File: src/rtl/ser_pkg.sv
package ser_pkg;
  localparam int unsigned OVS_DEF   = 16;
  localparam int unsigned DW        = 9;
  localparam int unsigned SYNC_BITS = 8;

  typedef enum logic [1:0] {RX_IDLE, RX_START, RX_BITS} rx_st_e;

  function automatic logic calc_par(logic [DW-1:0] d, logic nine, logic odd);
    logic [DW-1:0] m;
    m = d;
    if (!nine) m[DW-1] = 1'b0;
    return (^m) ^ odd;
  endfunction
endpackage

File: src/rtl/ser_async_tx.sv
module ser_async_tx
  import ser_pkg::*;
#(
  parameter int unsigned OVS = OVS_DEF
) (
  input  logic          clk_i,
  input  logic          rst_ni,
  input  logic          en_i,
  input  logic          tick_i,
  input  logic          hv_i,
  input  logic [DW-1:0] hold_i,
  input  logic          nine_i,
  input  logic          par_en_i,
  input  logic          par_odd_i,
  input  logic          two_stop_i,
  output logic          load_o,
  output logic          done_o,
  output logic          txd_o
);
  localparam int unsigned FW  = DW + 4;
  localparam int unsigned NBW = $clog2(FW + 1);
  localparam int unsigned CW  = $clog2(OVS);

  logic           busy;
  logic [FW-1:0]  sh, frm;
  logic [NBW-1:0] nbits, bidx, nb;
  logic [CW-1:0]  tcnt;

  always_comb begin
    frm    = '1;
    frm[0] = 1'b0;
    for (int i = 0; i < int'(DW); i++)
      if (i < int'(DW) - 1 || nine_i) frm[i+1] = hold_i[i];
    if (par_en_i) begin
      if (nine_i) frm[DW+1] = calc_par(hold_i, nine_i, par_odd_i);
      else        frm[DW]   = calc_par(hold_i, nine_i, par_odd_i);
    end
    nb = NBW'(DW) + NBW'(nine_i) + NBW'(par_en_i) + (two_stop_i ? NBW'(2) : NBW'(1));
  end

  assign load_o = en_i && !busy && hv_i;
  assign txd_o  = busy ? sh[0] : 1'b1;

  always_ff @(posedge clk_i or negedge rst_ni) begin
    if (!rst_ni) begin
      busy <= 1'b0; sh <= '1; nbits <= '0; bidx <= '0; tcnt <= '0; done_o <= 1'b0;
    end else begin
      done_o <= 1'b0;
      if (load_o) begin
        busy <= 1'b1; sh <= frm; nbits <= nb; bidx <= '0; tcnt <= '0;
      end else if (busy && tick_i) begin
        if (tcnt == CW'(OVS - 1)) begin
          tcnt <= '0;
          sh   <= {1'b1, sh[FW-1:1]};
          bidx <= bidx + 1'b1;
          if (bidx == nbits - NBW'(1)) begin
            busy   <= 1'b0;
            done_o <= 1'b1;
          end
        end else begin
          tcnt <= tcnt + 1'b1;
        end
      end
    end
  end

  a_r1_start_low: assert property (@(posedge clk_i) disable iff (!rst_ni)
    $rose(busy) |-> !txd_o);
endmodule

File: src/rtl/ser_async_rx.sv
module ser_async_rx
  import ser_pkg::*;
#(
  parameter int unsigned OVS = OVS_DEF
) (
  input  logic          clk_i,
  input  logic          rst_ni,
  input  logic          en_i,
  input  logic          tick_i,
  input  logic          rxd_i,
  input  logic          nine_i,
  input  logic          par_en_i,
  input  logic          par_odd_i,
  output logic          done_o,
  output logic [DW-1:0] data_o,
  output logic          perr_o,
  output logic          ferr_o
);
  localparam int unsigned CW  = $clog2(OVS);
  localparam int unsigned MID = OVS / 2 + 1;
  localparam int unsigned IW  = $clog2(DW + 3);

  rx_st_e        st;
  logic [CW-1:0] phase;
  logic [IW-1:0] idx, nd;
  logic [DW-1:0] sh;
  logic          s_a, s_b, pbit, maj;

  assign nd     = nine_i ? IW'(DW) : IW'(DW - 1);
  assign maj    = (s_a & s_b) | (s_a & rxd_i) | (s_b & rxd_i);
  assign data_o = nine_i ? sh : {1'b0, sh[DW-2:0]};

  always_ff @(posedge clk_i or negedge rst_ni) begin
    if (!rst_ni) begin
      st <= RX_IDLE; phase <= '0; s_a <= 1'b1; s_b <= 1'b1; idx <= '0; sh <= '0;
      pbit <= 1'b0; done_o <= 1'b0; perr_o <= 1'b0; ferr_o <= 1'b0;
    end else begin
      done_o <= 1'b0;
      if (!en_i) begin
        st <= RX_IDLE;
      end else if (st == RX_IDLE) begin
        if (!rxd_i) begin
          st <= RX_START; phase <= '0; sh <= '0;
        end
      end else if (tick_i) begin
        phase <= (phase == CW'(OVS - 1)) ? '0 : phase + 1'b1;
        if (phase == CW'(MID - 2)) s_a <= rxd_i;
        if (phase == CW'(MID - 1)) s_b <= rxd_i;
        if (phase == CW'(MID)) begin
          if (st == RX_START) begin
            if (maj) st <= RX_IDLE;   // start not confirmed at centre
            else begin st <= RX_BITS; idx <= '0; end
          end else begin
            idx <= idx + 1'b1;
            if (idx < nd) sh[idx] <= maj;
            else if (par_en_i && idx == nd) pbit <= maj;
            else begin
              done_o <= 1'b1;
              ferr_o <= !maj;
              perr_o <= par_en_i && (pbit != calc_par(sh, nine_i, par_odd_i));
              st     <= RX_IDLE;
            end
          end
        end
      end
    end
  end

  a_r5_done_from_bits: assert property (@(posedge clk_i) disable iff (!rst_ni)
    done_o |-> $past(st) == RX_BITS);
endmodule

File: src/rtl/ser_sync.sv
module ser_sync
  import ser_pkg::*;
#(
  parameter int unsigned BITS = SYNC_BITS
) (
  input  logic            clk_i,
  input  logic            rst_ni,
  input  logic            en_i,
  input  logic            tick_i,
  input  logic            rx_en_i,
  input  logic            hv_i,
  input  logic [BITS-1:0] hold_i,
  input  logic            rxd_i,
  output logic            load_o,
  output logic            tx_done_o,
  output logic            rx_done_o,
  output logic [BITS-1:0] data_o,
  output logic            sclk_o,
  output logic            sdo_o,
  output logic            oe_o
);
  localparam int unsigned CW = $clog2(2 * BITS);

  logic            run, dir_rx;
  logic [CW-1:0]   cnt;
  logic [BITS-1:0] sh;

  assign load_o = en_i && !run && !rx_en_i && hv_i;
  assign oe_o   = run && !dir_rx;
  assign data_o = sh;

  always_ff @(posedge clk_i or negedge rst_ni) begin
    if (!rst_ni) begin
      run <= 1'b0; dir_rx <= 1'b0; cnt <= '0; sh <= '0; sclk_o <= 1'b1; sdo_o <= 1'b0;
      tx_done_o <= 1'b0; rx_done_o <= 1'b0;
    end else begin
      tx_done_o <= 1'b0;
      rx_done_o <= 1'b0;
      if (!en_i) begin
        run <= 1'b0; sclk_o <= 1'b1;
      end else if (!run) begin
        if (rx_en_i) begin
          run <= 1'b1; dir_rx <= 1'b1; cnt <= '0;
        end else if (load_o) begin
          run <= 1'b1; dir_rx <= 1'b0; cnt <= '0; sh <= hold_i;
        end
      end else if (tick_i) begin
        cnt <= cnt + 1'b1;
        if (!cnt[0]) begin
          sclk_o <= 1'b0;
          if (!dir_rx) sdo_o <= sh[0];
        end else begin
          sclk_o <= 1'b1;
          sh     <= dir_rx ? {rxd_i, sh[BITS-1:1]} : {1'b0, sh[BITS-1:1]};
          if (cnt == CW'(2 * BITS - 1)) begin
            run       <= 1'b0;
            tx_done_o <= !dir_rx;
            rx_done_o <= dir_rx;
          end
        end
      end
    end
  end

  a_r11_sclk_idle_high: assert property (@(posedge clk_i) disable iff (!rst_ni)
    !run |-> sclk_o);
  a_r10_oe_only_sync: assert property (@(posedge clk_i) disable iff (!rst_ni)
    oe_o |-> $past(en_i));
endmodule

File: src/rtl/ser_xcvr.sv
module ser_xcvr
  import ser_pkg::*;
#(
  parameter int unsigned OVS = OVS_DEF
) (
  input  logic          clk_i,
  input  logic          rst_ni,
  input  logic          baud_tick_i,
  input  logic          sync_mode_i,
  input  logic          rx_en_i,
  input  logic          nine_bit_i,
  input  logic          par_en_i,
  input  logic          par_odd_i,
  input  logic          two_stop_i,
  input  logic          addr_wake_i,
  input  logic          loopback_i,
  input  logic [DW-1:0] tx_data_i,
  input  logic          tx_wr_i,
  output logic [DW-1:0] rx_data_o,
  output logic          rx_valid_o,
  input  logic          rx_rd_i,
  output logic          par_err_o,
  output logic          frm_err_o,
  output logic          ovr_err_o,
  input  logic          err_clr_i,
  input  logic          rxd_i,
  output logic          rxd_o,
  output logic          rxd_oe_o,
  output logic          txd_o,
  output logic          tx_empty_irq_o,
  output logic          tx_done_irq_o,
  output logic          rx_full_irq_o,
  output logic          err_irq_o
);
  logic [DW-1:0]        tx_hold, rx_hold, ar_data, rx_word;
  logic                 tx_hv, rx_hv;
  logic [1:0]           rx_sync;
  logic                 atx_load, atx_done, atx_txd;
  logic                 ar_done, ar_perr, ar_ferr, rx_line;
  logic                 sy_load, sy_tx_done, sy_rx_done, sy_sclk;
  logic [SYNC_BITS-1:0] sy_data;
  logic                 tx_load, rx_evt, drop, rx_busy, store, ovr_evt, perr_set, ferr_set;

  always_ff @(posedge clk_i or negedge rst_ni)
    if (!rst_ni) rx_sync <= 2'b11;
    else         rx_sync <= {rx_sync[0], rxd_i};

  assign rx_line = loopback_i ? atx_txd : rx_sync[1];

  ser_async_tx #(.OVS(OVS)) u_atx (
    .clk_i, .rst_ni, .en_i(!sync_mode_i), .tick_i(baud_tick_i), .hv_i(tx_hv),
    .hold_i(tx_hold), .nine_i(nine_bit_i), .par_en_i, .par_odd_i, .two_stop_i,
    .load_o(atx_load), .done_o(atx_done), .txd_o(atx_txd));

  ser_async_rx #(.OVS(OVS)) u_arx (
    .clk_i, .rst_ni, .en_i(!sync_mode_i), .tick_i(baud_tick_i), .rxd_i(rx_line),
    .nine_i(nine_bit_i), .par_en_i, .par_odd_i, .done_o(ar_done), .data_o(ar_data),
    .perr_o(ar_perr), .ferr_o(ar_ferr));

  ser_sync #(.BITS(SYNC_BITS)) u_sync (
    .clk_i, .rst_ni, .en_i(sync_mode_i), .tick_i(baud_tick_i), .rx_en_i,
    .hv_i(tx_hv), .hold_i(tx_hold[SYNC_BITS-1:0]), .rxd_i(rx_sync[1]),
    .load_o(sy_load), .tx_done_o(sy_tx_done), .rx_done_o(sy_rx_done), .data_o(sy_data),
    .sclk_o(sy_sclk), .sdo_o(rxd_o), .oe_o(rxd_oe_o));

  assign txd_o   = sync_mode_i ? sy_sclk : atx_txd;
  assign tx_load = atx_load | sy_load;

  always_ff @(posedge clk_i or negedge rst_ni) begin
    if (!rst_ni) begin
      tx_hold <= '0; tx_hv <= 1'b0;
    end else if (tx_wr_i) begin
      tx_hold <= tx_data_i; tx_hv <= 1'b1;
    end else if (tx_load) begin
      tx_hv <= 1'b0;
    end
  end

  assign rx_evt   = (ar_done && !sync_mode_i) || sy_rx_done;
  assign rx_word  = sync_mode_i ? DW'(sy_data) : ar_data;
  assign drop     = !sync_mode_i && addr_wake_i && nine_bit_i && !ar_data[DW-1];
  assign rx_busy  = rx_hv && !rx_rd_i;
  assign store    = rx_evt && !drop && !rx_busy;
  assign ovr_evt  = rx_evt && !drop && rx_busy;
  assign perr_set = store && !sync_mode_i && ar_perr;
  assign ferr_set = store && !sync_mode_i && ar_ferr;

  always_ff @(posedge clk_i or negedge rst_ni) begin
    if (!rst_ni) begin
      rx_hold <= '0; rx_hv <= 1'b0;
      par_err_o <= 1'b0; frm_err_o <= 1'b0; ovr_err_o <= 1'b0;
      tx_empty_irq_o <= 1'b0; tx_done_irq_o <= 1'b0; rx_full_irq_o <= 1'b0; err_irq_o <= 1'b0;
    end else begin
      if (store) begin
        rx_hold <= rx_word; rx_hv <= 1'b1;
      end else if (rx_rd_i) begin
        rx_hv <= 1'b0;
      end
      par_err_o      <= (par_err_o & !err_clr_i) | perr_set;
      frm_err_o      <= (frm_err_o & !err_clr_i) | ferr_set;
      ovr_err_o      <= (ovr_err_o & !err_clr_i) | ovr_evt;
      tx_empty_irq_o <= tx_load;
      tx_done_irq_o  <= atx_done | sy_tx_done;
      rx_full_irq_o  <= store;
      err_irq_o      <= ovr_evt | perr_set | ferr_set;
    end
  end

  assign rx_data_o  = rx_hold;
  assign rx_valid_o = rx_hv;

  a_r5_full_has_data: assert property (@(posedge clk_i) disable iff (!rst_ni)
    rx_full_irq_o |-> rx_valid_o);
  a_r7_hold_kept: assert property (@(posedge clk_i) disable iff (!rst_ni)
    ovr_evt |=> $stable(rx_hold));
  a_r12_frm_sticky: assert property (@(posedge clk_i) disable iff (!rst_ni)
    frm_err_o && !err_clr_i |=> frm_err_o);
  a_r4_one_source: assert property (@(posedge clk_i) disable iff (!rst_ni)
    !(atx_load && sy_load));
endmodule

File: config.mk
export PLATFORM = sky130hd
export DESIGN_NAME = ser_xcvr
export DESIGN_NICKNAME = d
export VERILOG_FILES = /design/src/rtl/ser_pkg.sv /design/src/rtl/ser_async_tx.sv /design/src/rtl/ser_async_rx.sv /design/src/rtl/ser_sync.sv /design/src/rtl/ser_xcvr.sv
export SDC_FILE = /design/constraint.sdc
export NUM_CORES = 1
export LEC_CHECK = 0
export BUFFER_PORTS_ARGS = -buffer_cell sky130_fd_sc_hd__buf_2
export CORE_MARGIN = 2
export CORE_UTILIZATION = 45
export DETAILED_ROUTE_END_ITERATION = 6
export PLACE_DENSITY = 0.68
export SETUP_SLACK_MARGIN = 0.4
export SLEW_MARGIN = 10
export SYNTH_ARGS = -nofsm -noshare
export SYNTH_HDL_FRONTEND = slang
export SYNTH_HIERARCHICAL = 1
export SYNTH_SLANG_ARGS = --single-unit
File: constraint.sdc
create_clock -name clk_i -period 5.2 [get_ports clk_i]
set_clock_uncertainty 0.15 [all_clocks]
set_input_delay 1.04 -clock clk_i [delete_from_list [all_inputs] [get_ports clk_i]]
set_output_delay 1.04 -clock clk_i [all_outputs]
set_load 0.005 [all_outputs]
==> run summary, run 1 <==
outcome: complete, no violations
Final HPWL DP: 7682 um
Rows: 39
pwr dens: 370.9 mW/mm^2
WL final: 10750 um
DR WL/cell: 16.47 um
GPL Wtd Cong: 0.8069
ant diodes: 0
Mapped Cells: 476
CP delay by family, top: buffers and inverters
Ys Warns: 6
via density per instance: 5.542
Setup Buffers After CTS: 0
total core area: 0.01132 sq mm
Synth top cells by count: 81 x dfrtp_1, 50 x nand2_1, 36 x mux2_2
Synth top area share: 39.19%
Slew headroom: 42.46%
register area share after synthesis: 47.31%
Hold EP: rx_sync[1]
area leader, netlist: dfrtp_1
Total Power: 2.119 mW
fmax: 0.3229 GHz
Syn Nets: 516
final slew viol count: 0
Period Utilization, post-route: 59.56%
hold-fix buffers at CTS: 0
worst setup path startpoint: sync_mode_i
start point of the worst hold path: rx_sync[0]
worst vdd ir: 0.0001713 V
fin util: 50.46%
met3 WL post-DR: 526 um
Avg Inst Size Synth: 10.87 sq um
setup tns final: 0 ns
cell count after placement: 637
Die ar.: 0.01237 sq mm
num ports: 44
routed via count: 3619
Critical Path Max Stage Delay: 0.38 ns
R2R Setup Slk: 2.83 ns
max layer used: met4
die width: 111.2 um
asr flop ratio synth: 100.0%
CTS Buffer Depth: 2
largest net degree at the start of global routing: 71
Reg-to-Reg End: u_arx/sh[5]
CTS Root Buffer Type: clkbuf_16
max_cap viols: 0
Sink Count: 97
grt total ovfl: 0
nets: 545
first-pass GRT wire length: 18280 um
crit path max fanout: 21
Clock transition at path regs: 0.07 ns
clock buffer count from CTS: 9
synthesized area: 0.005172 sq mm
crit start category: primary input
Metal-1 WL: 5017 um
clock period minus worst slack: 3.097 ns
number of global-route vias before repair: 3562
All-Layer GR Usage: 18.63%
WP data required: 4.01 ns
most numerous cell in the Yosys netlist: dfrtp_1
worst min path class: register to register
Die Height: 111.2 um
initial antenna violation count: 0
most frequent CP cell: buf_2
Reg-to-Reg Start: u_atx/sh[0]
layout cell share with drive strength beyond 1: 27.25%
Final Hold Viols: 0
H-tree levels: 3
CTS tree: built
Starting DRT DRC Count: 274
critical path data arrival time: 1.91 ns
Finished Layout Cells: 653
DRC: 0
synth top area cells: dfrtp_1 39%, dfstp_2 8.1%, mux2_2 7.8%
drt pass-1 iters: 4
post-CTS resize count: 0
Post-synth top flop: dfrtp_1
number of port buffers: 43
RSZ-0062 raised after global routing: false
slowest stage cell, crit path: mux2_2
Clock Latency Late Sink: 0.35 ns
flops & latches, synth: 97
hold path cells: 0
Routed met2 length: 5033 um
CP bufs+invs: 2
EDFF count, synth: 0
Antenna Violating Nets Remaining: 0
Lkg Pwr: 2.629 nW
library cells used by synthesis: 64
initial core utilization: 45.69%
Worst-Margin Slew: 0.8631 ns
Synth-to-Final Area Change: 10.45%
Worst setup EP type: primary output
CP cell instances: buf_2 > mux2_2 > buf_2
Setup CP Type: primary input to primary output
Final setup viols: 0
FF-to-FF path depth: 6
==> registers in the layout, indices dropped and copies added (netlist names), 4 cells and up <==
name           flops
rx_data_o          9
u_atx/sh          11
tx_hold            9
u_arx/idx          4
u_sync/data_o      8
u_atx/bidx         4
u_arx/phase        4
u_sync/cnt         4
u_atx/tcnt         4
u_atx/nbits        4
u_arx/sh           9
==> kinds of logic after synthesis <==
| group | count (synthesis) | synth area share (%) |
|---|---|---|
| AOI/OAI and AO/OA | 97 | 13.28 |
| DFF | 97 | 47.31 |
| buffers and inverters | 48 | 4.838 |
| xor gates and xnor gates | 27 | 5.394 |
| adders and majority gates | 17 | 4.354 |
| and+or+nand+nor | 142 | 13.84 |
| muxes | 48 | 10.98 |
==> cell usage in the layout, fill, tap and decap left out, types with 13 or more instances in the layout <==
cell type,instances
dfrtp_1,81
nand2_1,50
buf_2,42
mux2_2,36
nor2_1,24
inv_1,21
o21ai_0,20
a21oi_1,17
nand3_1,17
dfstp_2,16
xnor2_1,16
ha_1,14
o31ai_1,13
==> per-stage QoR <==
step	hold slack (ns)	area, sq um	setup slack [ns]
after floorplan	0.1952	5172	2.287
after global placement	0.1969	5413	2.109
after detailed placement	0.2009	5413	2.025
after CTS	0.2111	5713	2.099
after global routing	0.2141	5713	2.051
final	0.2097	5713	2.103
==> how the worst max path moves through the flow <==
stage,to,slack (ns),cells after the start
2_1_floorplan,txd_o,2.29,2
3_3_place_gp,u_atx/sh[9],2.11,7
3_5_place_dp,u_atx/sh[9],2.03,7
4_1_cts,txd_o,2.10,3
5_1_grt,txd_o,2.05,3
6_report,txd_o,2.10,3
==> cell type report <==
cell class	count	area (sq um)
Clock buffer	9	225.2
Timing Repair Buffer	45	232.7
Fill cell	986	5608
Inverter	21	78.83
Clock inverter	7	75.07
Multi-Input combinational cell	331	2475
Tap cell	143	178.9
Sequential cell	97	2447
==> where the power goes <==
part / switching, mW / internal, mW / leakage, nW
sequential: 0.118 / 0.912 / 1.22
combinational: 0.195 / 0.222 / 1.25
clock: 0.295 / 0.377 / 0.151
total: 0.608 / 1.51 / 2.63
==> worst reg2reg max path, stage by stage (launching register included) <==
cell,delay (ns)
dfstp_2,0.37
nand2b_1,0.17
mux2_2,0.35
nor3_2,0.29
a21oi_4,0.12
or3b_1,0.62
o21ai_2,0.21
==> routing by layer <==
metal / GRT usage, % / up-vias
met5: 0 / -
met1: 25.85 / 1798
met3: 3.882 / 12
li1: - / 1723
met2: 28.46 / 86
met4: 7.901 / 0
Power figures use the tool's default switching activity.
==> run 2, diff against run 1 <==
--- a/config.mk
+++ b/config.mk
@@ -5,6 +5,7 @@
 export SDC_FILE = /design/constraint.sdc
 export NUM_CORES = 1
 export LEC_CHECK = 0
+export ABC_AREA = 1
 export BUFFER_PORTS_ARGS = -buffer_cell sky130_fd_sc_hd__buf_2
 export CORE_MARGIN = 2
 export CORE_UTILIZATION = 45
==> constraint.sdc (replaced) <==
create_clock -name clk_i -period 2.9 [get_ports clk_i]
set_clock_uncertainty 0.15 [all_clocks]
set_input_delay 0.58 -clock clk_i [delete_from_list [all_inputs] [get_ports clk_i]]
set_output_delay 0.58 -clock clk_i [all_outputs]
set_load 0.005 [all_outputs]
==> run summary, run 2 <==
Antenna Violating Nets Remaining: 0 (unchanged)
fmax: 0.4723 GHz
library cells used by synthesis: 41 (-36%)
ant diodes: 0 (unchanged)
grt total ovfl: 0 (unchanged)
drt pass-1 iters: 5 (+1)
routed via count: 4475 (+24%)
Worst-Margin Slew: 0.6104 ns (-0.2526 ns)
slowest stage cell, crit path: dfstp_2
clock period minus worst slack: 2.117 ns
Total Power: 4.622 mW (+120%)
Sink Count: 97 (unchanged)
GPL Wtd Cong: 0.8912 (+10%)
Slew headroom: 59.30% (+17 points)
Period Utilization, post-route: 73.01%
Mapped Cells: 695 (+46%)
Final setup viols: 0 (unchanged)
largest net degree at the start of global routing: 53 (-25%)
largest register by flop count: u_atx/sh
Fin Hold WS: 0.08945 ns (-0.1202 ns)
Synth top area share: 37.11% (-2.1 points)
die width: 114.2 um (+2.7%)
total core area: 0.01191 sq mm (+5.2%)
Avg Inst Size Synth: 7.858 sq um (-28%)
Ys Warns: 6 (unchanged)
H-tree levels: 3 (unchanged)
Post-synth top flop: dfrtp_1
layout cell share with drive strength beyond 1: 18.07% (-9.2 points)
CP delay by family, top: flip-flops
synth top area cells: dfrtp_1 37%, nand2_1 17%, dfstp_2 7.7%
Die Height: 114.2 um (+2.7%)
number of global-route vias before repair: 4244 (+19%)
setup tns final: 0 ns (unchanged)
nets: 771 (+41%)
Starting DRT DRC Count: 323 (+18%)
Final HPWL DP: 8957 um (+17%)
WL final: 12110 um (+13%)
final slew viol count: 0 (unchanged)
number of port buffers: 43 (unchanged)
DR WL/cell: 13.71 um (-17%)
CP cell instances: inv_1 > nand2_1 > inv_1 > o21ai_0 > buf_2
CP bufs+invs: 3 (+1)
Final Hold Viols: 0 (unchanged)
via density per instance: 5.068 (-8.6%)
most numerous cell in the Yosys netlist: nand2_1
Worst setup EP type: primary output
Syn Nets: 735 (+42%)
EDFF count, synth: 0 (unchanged)
Die ar.: 0.01303 sq mm (+5.4%)
RSZ-0062 raised after global routing: false
num ports: 44 (unchanged)
Synth-to-Final Area Change: 11.75%
critical path data arrival time: 1.39 ns (-0.52 ns)
All-Layer GR Usage: 20.06% (+1.4 points)
pwr dens: 757.3 mW/mm^2 (+100%)
worst vdd ir: 0.0004576 V (+170%)
outcome: complete, no violations
crit path max fanout: 2 (-90%)
first-pass GRT wire length: 20730 um (+13%)
worst min path class: primary input to asynchronous set/reset pin
Setup CP Type: register to primary output
DRC: 0 (unchanged)
Rows: 40 (+2.6%)
Largest register FFs: 11 (unchanged)
WP data required: 2.17 ns (-1.84 ns)
initial core utilization: 45.85% (+0.16 points)
CTS Buffer Depth: 2 (unchanged)
CTS tree: built
Synth top cells by count: 250 x nand2_1, 81 x dfrtp_1, 68 x inv_1
Critical Path Max Stage Delay: 0.51 ns (+0.13 ns)
max_cap viols: 0 (unchanged)
CTS Root Buffer Type: clkbuf_16
asr flop ratio synth: 100.0% (unchanged)
register area share after synthesis: 44.81% (-2.5 points)
most frequent CP cell: inv_1
flops & latches, synth: 97 (unchanged)
Clock Latency Late Sink: 0.35 ns (about the same)
crit start category: register
initial antenna violation count: 0 (unchanged)
commonest non-fill, non-tap cell in the layout: nand2_1
clock buffer count from CTS: 9 (unchanged)
most frequent cells in the layout: 250 x nand2_1, 81 x dfrtp_1, 68 x inv_1
Clock transition at path regs: 0.06 ns (about the same)
area leader, netlist: dfrtp_1
Lkg Pwr: 3.234 nW (+23%)
synthesized area: 0.005461 sq mm (+5.6%)
==> run 2: changes by cell type after synthesis, sizes merged, moves of 5 or more <==
| cell | change |
|---|---|
| nor2 | +24 |
| and3 | -5 |
| inv | +61 |
| mux2i | +5 |
| o21ai | +16 |
| o31ai | -14 |
| nand2 | +215 |
| mux2 | -46 |
| clkbuf | -7 |
| nand3 | +33 |
| nor2b | -8 |
| xnor2 | -10 |
==> run 2: path summary, 6_finish.rpt <==
| check | startpoint | to | slack, ns | cells past startpoint |
|---|---|---|---|---|
| hold / removal | rst_ni | tx_done_irq_o | 0.09 | 1 |
| setup reg to reg | u_atx/sh[0] | u_arx/sh[2] | 0.79 | 10 |
| min in group clk_i | rxd_i | rx_sync[0] | 0.18 | 1 |
| hold reg to reg | rx_sync[0] | rx_sync[1] | 0.21 | 0 |
| max in group asynchronous | rst_ni | u_atx/sh[9] | 1.77 | 2 |
| setup / recovery | u_atx/sh[0] | txd_o | 0.78 | 5 |
==> run 2: report_power, final <==
group          internal, mW  switching (mW)  total [mW]
combinational         0.472           0.813        1.28
clock                 0.931           0.518        1.45
sequential             1.65           0.238        1.89
==> run 2: kinds of logic (layout without fill, tap and decap cells) <==
| logic type | count (synthesis) | after routing | share of synthesized area, % |
|---|---|---|---|
| simple gates | 381 | 381 | 30.63 |
| buf+inv | 107 | 148 | 9.210 |
| flops | 97 | 97 | 44.81 |
| compound gates | 75 | 75 | 8.202 |
| fa+ha+maj | 16 | 16 | 3.941 |
| xor+xnor | 12 | 12 | 1.924 |
| mux | 7 | 7 | 1.283 |
==> run 2: area by class of cell <==
type,count,area [sq um]
well taps,147,183.9
fillers,1171,5808
clock inverters,7,141.4
repair buffers,48,267.8
clock buffers,9,225.2
flip-flops and latches,97,2447
inverters,84,326.6
multi-input cells,491,2511
==> run 2: what timing repair did <==
action                     CTS  global route
hold buffers                 0             0
resized for setup            0             1
setup endpoints to repair    0             2
buffers inserted             0             0
==> run 2: routing by layer <==
metal | vias to the layer above | wire length [um] | GRT usage (%)
li1 | 2252 | - | -
met1 | 2118 | 5777 | 28.07
met2 | 94 | 5624 | 31.87
met3 | 11 | 587 | 4.976
met4 | 0 | 121 | 4.146
met5 | - | 0 | 0
==> run 2: stage by stage <==
stage | cells | worst slack, ns | cell area [sq um] | util [%]
after detailed placement | 867 | 0.5959 | 5737 | 48.16
after global placement | 867 | 0.6623 | 5737 | 48.16
final | 883 | 0.7827 | 6103 | 51.24
after global routing | 883 | 0.5593 | 6103 | 51.24
after CTS | 883 | 0.6529 | 6103 | 51.24
after floorplan | 695 | 0.9668 | 5461 | -
==> run 3, diff against run 2 <==
--- a/config.mk
+++ b/config.mk
@@ -5,12 +5,12 @@
 export SDC_FILE = /design/constraint.sdc
 export NUM_CORES = 1
 export LEC_CHECK = 0
-export ABC_AREA = 1
+export ABC_AREA = 0
 export BUFFER_PORTS_ARGS = -buffer_cell sky130_fd_sc_hd__buf_2
 export CORE_MARGIN = 2
 export CORE_UTILIZATION = 45
 export DETAILED_ROUTE_END_ITERATION = 6
-export PLACE_DENSITY = 0.68
+export PLACE_DENSITY = 0.7
 export SETUP_SLACK_MARGIN = 0.4
 export SLEW_MARGIN = 10
 export SYNTH_ARGS = -nofsm -noshare
==> constraint.sdc (replaced) <==
create_clock -name clk_i -period 1.8 [get_ports clk_i]
set_clock_uncertainty 0.15 [all_clocks]
set_input_delay 0.36 -clock clk_i [delete_from_list [all_inputs] [get_ports clk_i]]
set_output_delay 0.36 -clock clk_i [all_outputs]
set_load 0.005 [all_outputs]
==> run summary, run 3 (synthesis gave the netlist of run 1 again) <==
outcome: finished, violations left
failing checks: setup timing
FF-to-FF path depth: 6 (-4)
Sink Count: 97 (unchanged)
Synth-to-Final Area Change: 43.54%
Worst setup EP type: primary output
most frequent cells in the layout: 78 x dfrtp_1, 72 x buf_4, 42 x nand2_1
drt pass-1 iters: 4 (-1)
ant diodes: 0 (unchanged)
Final setup viols: 16 (+16)
largest register by flop count: u_atx/sh
pwr dens: 936.9 mW/mm^2 (+24%)
Largest register FFs: 11 (unchanged)
via density per instance: 5.504 (+8.6%)
fin util: 65.58% (+14 points)
Die ar.: 0.01237 sq mm (-5.1%)
Clock Latency Late Sink: 0.34 ns (about the same)
Worst-Margin Slew: 0.4117 ns (-0.1987 ns)
Rows: 39 (-2.5%)
Period Utilization, post-route: 109.2%
setup ws final: -0.1653 ns (-0.9480 ns)
H-tree levels: 3 (unchanged)
All-Layer GR Usage: 21.71% (+1.6 points)
fmax: 0.5088 GHz
Clock transition at path regs: 0.07 ns (about the same)
number of global-route vias before repair: 4374 (+3.1%)
routed via count: 4183 (-6.5%)
worst min path class: primary input to register
Slew headroom: 72.34% (+13 points)
critical path data arrival time: 1.46 ns (+0.07 ns)
setup tns final: -1.868 ns (-1.868 ns)
RSZ-0062 raised after global routing: true
largest net degree at the start of global routing: 28 (-47%)
initial core utilization: 45.69% (-0.16 points)
total core area: 0.01132 sq mm (-5.0%)
hold path cells: 2
Antenna Violating Nets Remaining: 0 (unchanged)
cell count after placement: 694 (-20%)
initial antenna violation count: 0 (unchanged)
pre-CTS setup slack: -0.2079 ns (-0.8038 ns)
DR WL/cell: 17.97 um (+31%)
nets: 652 (-15%)
Finished Layout Cells: 760 (-14%)
CTS Buffer Depth: 2 (unchanged)
final slew viol count: 0 (unchanged)
first-pass GRT wire length: 21570 um (+4.0%)
Final Hold Viols: 0 (unchanged)
number of port buffers: 43 (unchanged)
CTS tree: built
FILL cells: 804 (-31%)
DRC: 0 (unchanged)
clock period minus worst slack: 1.965 ns
num ports: 44 (unchanged)
Lkg Pwr: 3.359 nW (+3.8%)
layout cell share with drive strength beyond 1: 54.78% (+37 points)
crit start category: register
CTS Root Buffer Type: clkbuf_16
Die Height: 111.2 um (-2.6%)
max_cap viols: 0 (unchanged)
commonest non-fill, non-tap cell in the layout: dfrtp_1
Starting DRT DRC Count: 195 (-40%)
Final HPWL DP: 8880 um (-0.86%)
clock buffer count from CTS: 9 (unchanged)
crit path max fanout: 2 (unchanged)
GPL Wtd Cong: 0.8337 (-6.5%)
WP data required: 1.29 ns (-0.88 ns)
Setup CP Type: register to primary output
worst vdd ir: 0.0005402 V (+18%)
die width: 111.2 um (-2.6%)
grt total ovfl: 0 (unchanged)
WL final: 13660 um (+13%)
Total Power: 6.956 mW (+50%)
==> run 3: changes by cell type in the layout (fill, tap and decap cells not counted), sizes merged, moves of 8 or more <==
cell,change
buf,+101
inv,-62
mux2,+46
nand2,-215
nand3,-33
nor2,-24
nor2b,+8
o21ai,-16
o31ai,+14
xnor2,+10
==> run 3: critical path: stages (launching register included) <==
cell      delay [ns]
dfstp_2         0.37
nand2b_4        0.14
buf_4           0.13
buf_6           0.10
mux2_4          0.27
buf_6           0.12
==> run 3: report_power, final <==
group	switching, mW	internal, mW	total, mW
clock	0.814	1.08	1.89
combinational	0.942	1.12	2.06
sequential	0.364	2.64	3.00
==> run 3: stage by stage <==
stage	cell area (sq um)	hold WS (ns)
floorplan	5473	-0.08559
global placement	6123	0.1371
detailed placement	6123	0.1444
CTS	7002	0.09312
global route	7425	0.09221
finish	7425	0.09571
==> run 3: final timing paths <==
path	start	to	slack (ns)
max reg2reg	u_atx/sh[0]	u_arx/sh[5]	-0.16
max in group asynchronous	rst_ni	rx_sync[1]	0.55
min	tx_data_i[1]	tx_hold[1]	0.1
min reg2reg	rx_sync[0]	rx_sync[1]	0.22
max	u_atx/sh[0]	txd_o	-0.17
min in group asynchronous	rst_ni	u_sync/dir_rx	0.33
==> run 3: layer usage <==
layer | track usage [%] | routed length [um]
met1 | 27.36 | 5719
met2 | 38.17 | 7166
met3 | 3.499 | 397
met4 | 7.078 | 371
met5 | 0 | 0
==> run 3: cell type report <==
type / count / area (sq um) / area share [%]
timing repair buffer: 152 / 1262 / 17.00
clock buffer: 11 / 232.7 / 3.134
tap: 143 / 178.9 / 2.410
clock inverter: 5 / 56.30 / 0.7583
multi-input combinational: 331 / 3144 / 42.35
inverter: 21 / 98.84 / 1.331
sequential: 97 / 2451 / 33.01
==> run 3: what timing repair did <==
action	in CTS	in global routing
hold buffers	2	0
endpoints found under the setup margin	82	89
gates resized for setup	83	61
endpoints found under the hold margin	17	0
pin swaps	28	26
gates cloned	3	1
setup buffers	28	16
